==> src/rtl/disp_ext_pkg.sv <==
package disp_ext_pkg;

    localparam int unsigned ADDR_W = 16;
    localparam int unsigned DATA_W = 8;

    localparam logic [ADDR_W-1:0] PORT_MISC_WR  = 16'h03C2;
    localparam logic [ADDR_W-1:0] PORT_MISC_RD  = 16'h03CC;
    localparam logic [ADDR_W-1:0] PORT_STAT0_RD = 16'h03C2;
    localparam logic [ADDR_W-1:0] PORT_FEAT_RD  = 16'h03CA;
    localparam logic [ADDR_W-1:0] PORT_ST1_MONO = 16'h03BA;
    localparam logic [ADDR_W-1:0] PORT_ST1_COLR = 16'h03DA;

    localparam logic [DATA_W-1:0] RD_IDLE = 8'hFF;

    typedef struct packed {
        logic       vs_inv;
        logic       hs_inv;
        logic       page_hi;
        logic [1:0] dclk;
        logic       ram_en;
        logic       color;
    } misc_t;

    typedef struct packed {
        logic wr_misc;
        logic wr_feat;
        logic rd_misc;
        logic rd_feat;
        logic rd_st0;
        logic rd_st1;
    } hit_t;

    function automatic logic [DATA_W-1:0] misc_to_byte(input misc_t m);
        return {m.vs_inv, m.hs_inv, m.page_hi, 1'b0, m.dclk, m.ram_en, m.color};
    endfunction

    function automatic misc_t byte_to_misc(input logic [DATA_W-1:0] b);
        misc_t m;
        m.vs_inv  = b[7];
        m.hs_inv  = b[6];
        m.page_hi = b[5];
        m.dclk    = b[3:2];
        m.ram_en  = b[1];
        m.color   = b[0];
        return m;
    endfunction

endpackage

==> src/rtl/disp_ext_sync.sv <==
module disp_ext_sync #(
    parameter int unsigned WIDTH  = 1,
    parameter int unsigned STAGES = 2
) (
    input  logic             clk,
    input  logic             rst_n,
    input  logic [WIDTH-1:0] async_i,
    output logic [WIDTH-1:0] sync_o
);

    typedef struct packed {
        logic [STAGES-1:0][WIDTH-1:0] stage;
    } sync_state_t;

    sync_state_t st_d, st_q;

    always_comb begin
        st_d = st_q;
        st_d.stage[0] = async_i;
        for (int i = 1; i < STAGES; i++) begin
            st_d.stage[i] = st_q.stage[i-1];
        end
    end

    always_ff @(posedge clk or negedge rst_n) begin
        if (!rst_n) begin
            st_q <= '0;
        end else begin
            st_q <= st_d;
        end
    end

    assign sync_o = st_q.stage[STAGES-1];

endmodule

==> src/rtl/disp_ext_decode.sv <==
module disp_ext_decode
    import disp_ext_pkg::*;
(
    input  logic [ADDR_W-1:0] addr_i,
    input  logic              rd_i,
    input  logic              wr_i,
    input  logic              color_i,
    output hit_t              hit_o
);

    logic [ADDR_W-1:0] st1_port;
    logic              at_st1;

    always_comb begin
        st1_port = color_i ? PORT_ST1_COLR : PORT_ST1_MONO;
        at_st1   = (addr_i == st1_port);

        hit_o         = '0;
        hit_o.wr_misc = wr_i && (addr_i == PORT_MISC_WR);
        hit_o.wr_feat = wr_i && at_st1;
        hit_o.rd_misc = rd_i && (addr_i == PORT_MISC_RD);
        hit_o.rd_feat = rd_i && (addr_i == PORT_FEAT_RD);
        hit_o.rd_st0  = rd_i && (addr_i == PORT_STAT0_RD);
        hit_o.rd_st1  = rd_i && at_st1;
    end

endmodule

==> src/rtl/disp_ext_regfile.sv <==
module disp_ext_regfile
    import disp_ext_pkg::*;
#(
    parameter int unsigned FEAT_W = 2
) (
    input  logic              clk,
    input  logic              rst_n,
    input  hit_t              hit_i,
    input  logic [DATA_W-1:0] wdata_i,
    output misc_t             misc_o,
    output logic [FEAT_W-1:0] feat_o
);

    typedef struct packed {
        misc_t             misc;
        logic [FEAT_W-1:0] feat;
    } reg_state_t;

    reg_state_t r_d, r_q;

    always_comb begin
        r_d = r_q;
        if (hit_i.wr_misc) begin
            r_d.misc = byte_to_misc(wdata_i);
        end
        if (hit_i.wr_feat) begin
            r_d.feat = wdata_i[FEAT_W-1:0];
        end
    end

    always_ff @(posedge clk or negedge rst_n) begin
        if (!rst_n) begin
            r_q <= '0;
        end else begin
            r_q <= r_d;
        end
    end

    assign misc_o = r_q.misc;
    assign feat_o = r_q.feat;

endmodule

==> src/rtl/disp_ext_regs.sv <==
module disp_ext_regs
    import disp_ext_pkg::*;
#(
    parameter int unsigned SYNC_STAGES = 2,
    parameter int unsigned SENSE_W     = 4,
    parameter int unsigned FEAT_W      = 2
) (
    input  logic        clk,
    input  logic        rst_n,
    input  logic [15:0] io_addr,
    input  logic        io_rd,
    input  logic        io_wr,
    input  logic [7:0]  io_wdata,
    output logic [7:0]  io_rdata,
    input  logic        de_in,
    input  logic        vret_in,
    input  logic [3:0]  sense_in,
    output logic        vsync_inv,
    output logic        hsync_inv,
    output logic        page_hi,
    output logic [1:0]  dclk_sel,
    output logic        ram_dec_en,
    output logic        crtc_color
);

    localparam int unsigned STAT_W = SENSE_W + 2;
    localparam int unsigned IDX_DE = SENSE_W;
    localparam int unsigned IDX_VR = SENSE_W + 1;

    hit_t              hit;
    misc_t             misc;
    logic [FEAT_W-1:0] feat;
    logic [STAT_W-1:0] stat_raw;
    logic [STAT_W-1:0] stat_sync;
    logic              sense_sel;

    disp_ext_decode u_decode (
        .addr_i  (io_addr),
        .rd_i    (io_rd),
        .wr_i    (io_wr),
        .color_i (misc.color),
        .hit_o   (hit)
    );

    disp_ext_regfile #(
        .FEAT_W (FEAT_W)
    ) u_regfile (
        .clk     (clk),
        .rst_n   (rst_n),
        .hit_i   (hit),
        .wdata_i (io_wdata),
        .misc_o  (misc),
        .feat_o  (feat)
    );

    assign stat_raw = {vret_in, de_in, sense_in};

    disp_ext_sync #(
        .WIDTH  (STAT_W),
        .STAGES (SYNC_STAGES)
    ) u_sync (
        .clk     (clk),
        .rst_n   (rst_n),
        .async_i (stat_raw),
        .sync_o  (stat_sync)
    );

    assign sense_sel = stat_sync[misc.dclk];

    always_comb begin
        io_rdata = RD_IDLE;
        if (hit.rd_misc) begin
            io_rdata = misc_to_byte(misc);
        end else if (hit.rd_feat) begin
            io_rdata = '0;
            io_rdata[FEAT_W-1:0] = feat;
        end else if (hit.rd_st0) begin
            io_rdata = {3'b000, sense_sel, 4'b0000};
        end else if (hit.rd_st1) begin
            io_rdata = {4'b0000, stat_sync[IDX_VR], 2'b00, ~stat_sync[IDX_DE]};
        end
    end

    assign vsync_inv  = misc.vs_inv;
    assign hsync_inv  = misc.hs_inv;
    assign page_hi    = misc.page_hi;
    assign dclk_sel   = misc.dclk;
    assign ram_dec_en = misc.ram_en;
    assign crtc_color = misc.color;

endmodule

==> config.mk <==
export PLATFORM = sky130hd
export DESIGN_NAME = disp_ext_regs
export DESIGN_NICKNAME = d
export VERILOG_FILES = /design/src/rtl/disp_ext_pkg.sv /design/src/rtl/disp_ext_sync.sv /design/src/rtl/disp_ext_decode.sv /design/src/rtl/disp_ext_regfile.sv /design/src/rtl/disp_ext_regs.sv
export SDC_FILE = /design/constraint.sdc
export NUM_CORES = 1
export LEC_CHECK = 0
export ABC_AREA = 1
export BUFFER_PORTS_ARGS = -buffer_cell sky130_fd_sc_hd__buf_2
export CAP_MARGIN = 20
export CORE_MARGIN = 2
export CORE_UTILIZATION = 49
export DETAILED_ROUTE_END_ITERATION = 16
export PLACE_DENSITY = 0.87
export SLEW_MARGIN = 10
export SYNTH_ARGS = -nofsm -noshare
export SYNTH_HDL_FRONTEND = slang
export SYNTH_SLANG_ARGS = --single-unit
==> constraint.sdc <==
create_clock -name clk -period 3.75 [get_ports clk]
set_clock_uncertainty 0.1 [all_clocks]
set_input_delay 0.375 -clock clk [delete_from_list [all_inputs] [get_ports clk]]
set_output_delay 0.375 -clock clk [all_outputs]
set_load 0.02 [all_outputs]
==> reports/summary.txt <==
Total GRT Usage - 20.6%
Grt ovf - 0
Ratio of final minimum period to clock period - 57.6%
VDD IR max - 0.249 mV
Synth warn - 0
Global-route wire length before repair - 4000 um
Setup TNS - 0 ns
Resize count post-CTS - 0
Min-delay worst type - in2reg
Detail-routed net length per standard cell - 11.7 um
Core box area - 2000 um2
Final instance area - 1350 um2
Area growth syn-to-layout - 28.1%
DRT antenna net count - 0
Pleak - 0.730 nW
Post-synth EDFFs - 0
Crit Reg-Reg Startpoint - u_regfile.misc_o[0]$_DFFE_PN0P_
Endpoints failing setup - 0
CP arrival - 1.68 ns
Clock latency on the worst-skew pair - 0.30 ns
Hold Startpoint - sense_in[0]
CP Launch Type - primary input
Starting density of the core - 52.6%
Max_slew headroom - 69.4%
Vias in the first global route - 985
Fmax achieved - 463 MHz
Post-route minimum period - 2.16 ns
Dpl hpwl - 1940 um
Io pins - 49
CP required - 3.27 ns
RSZ-0062 raised after global routing - no
Area of the multi-input gates - 459 um2
Synth Cell Area - 1050 um2
CTS Buf Count - 3
Die width - 50.3 um
Die area - 2530 um2
Layout fillers - 174
Count of cell types in the netlist - 16
H-tree Lvls - 1
Mapped Cells - 126
Clock Tree Root - clkbuf_4
Seq/Total Area, Yosys - 49.9%
Largest net degree at the start of global routing - 22
Post-synth net total - 160
Number of max-cap violations - 0
Top cells by count, synth - nand2_1 (43), dfrtp_1 (21), nand3_1 (16), inv_1 (15), nor2_1 (5)
Yosys top cell by area - dfrtp_1
Diode count - 0
I/O Buffers - 47
Pwr dens - 281 nW/um2
Initial antenna violation count - 0
Final nets - 212
Die Y-Extent - 50.3 um
Storage element area - 526 um2
Setup crit end kind - output pin
Synthesized flop and latch total - 21
Status - completed
Final Hold Viols - 0
DR vias/cell - 5.01
Vias post-DR - 1023
Cells after DPL - 199
Non-Filler Instances - 204
Ratio of cells with drive above 1 in the final layout - 36.7%
Avg Inst Size Synth - 8.35 um2
Drt drc - 0
FFs w/ async S/R, synth - 100%
RD Place Congestion - 0.766
Top-count cell post-synth - nand2_1
Clock sink total - 21
Wirelength, routed - 2390 um
Max FO, Critical Path - 17
CTS tree - yes
Worst Setup SP - io_addr[15]
Clock Tree Buf Depth - 2
Synth area leaders - dfrtp_1 (50%), nand2_1 (15%), nand3_1 (7.6%)
Initial drt markers - 14
Post-synth top area share - 49.9%
Site Rows - 16
Main synth FF type - dfrtp_1
Clock slew seen by the registers of the worst setup and hold paths - 0.11 ns
Crit path kind - in2out
Worst-margin pin slew - 0.460 ns
Pins Over Slew Limit - 0
Placement Cell Area - 1310 um2
Pre-antenna DRT Iters - 4
placed cells by master, fill, tap and decap left out, types with 2 or more instances in the layout:
master,n
nor2_1,5
buf_2,47
nor3_4,2
nor2_4,3
inv_1,15
nand4_1,4
clkbuf_4,3
o21ai_0,4
nand3_1,16
nand2_1,43
dfrtp_1,21
nor2_2,4
nand2_2,3
nand2_4,2
area by class of cell:
class | instances | area share, %
Multi-Input combinational cell | 89 | 34.1
Tap cell | 27 | 2.51
Sequential cell | 21 | 39.0
Inverter | 15 | 4.18
Timing Repair Buffer | 48 | 18.2
Clock buffer | 3 | 1.67
Clock inverter | 1 | 0.371
sequential cells by signal, indices dropped and copies added (netlist names):
register	flops
u_sync.sync_o	6
u_regfile.misc_o	7
u_sync.st_d	6
u_regfile.feat_o	2
power by group:
group / internal (mW) / switching [mW] / leakage (nW)
registers: 0.233 / 0.00180 / 0.255
logic: 0.0166 / 0.0202 / 0.457
clock network: 0.0398 / 0.0670 / 0.0177
worst max-delay path: stages:
cell,delay [ns]
buf_2,0.10
nor2_1,0.09
nand2_1,0.09
nor2_4,0.37
nand3_1,0.18
o21ai_0,0.20
inv_1,0.06
nand2_1,0.06
buf_2,0.15
worst paths after layout:
check | end | cells after the start | slack (ns)
worst max-delay path | io_rdata[1] | 9 | 1.59
worst min-delay path | u_sync.st_d[6]$_DFF_PN0_ | 1 | 0.07
worst max register to register | u_regfile.feat_o[0]$_DFFE_PN0P_ | 7 | 2.37
worst min register to register | u_sync.sync_o[1]$_DFF_PN0_ | 0 | 0.26
max in group asynchronous | u_regfile.misc_o[0]$_DFFE_PN0P_ | 2 | 2.79
min in group asynchronous | u_regfile.misc_o[3]$_DFFE_PN0P_ | 2 | 0.44
layer usage:
metal / part of all wire (%) / global-route usage, %
met1: 39 / 22.9
met2: 53 / 37.9
met3: 6.6 / 3.27
met4: 1.8 / 9.46
met5: 0 / 0
per-stage QoR:
step	total power [mW]	worst slack, ns	util [%]	hold slack (ns)
floorplan	0.250	2.02	-	-0.0206
global placement	0.273	1.64	65.4	0.227
detailed placement	0.275	1.59	65.4	0.236
CTS	0.379	1.59	67.3	0.0629
global route	0.397	1.46	67.3	0.0474
finish	0.378	1.59	67.3	0.0668
cells by family after synthesis:
group,Yosys count,share of synthesized area [%]
AOI/OAI and AO/OA,7,3.92
buffers and inverters,16,6.42
DFF,21,49.9
and+or+nand+nor,82,39.7
what timing repair did:
action	in CTS	in global routing
endpoints found under the hold margin	21	0
buffers inserted	0	0
hold buffers	1	0
Note: power is estimated with default switching activity, not from simulation.
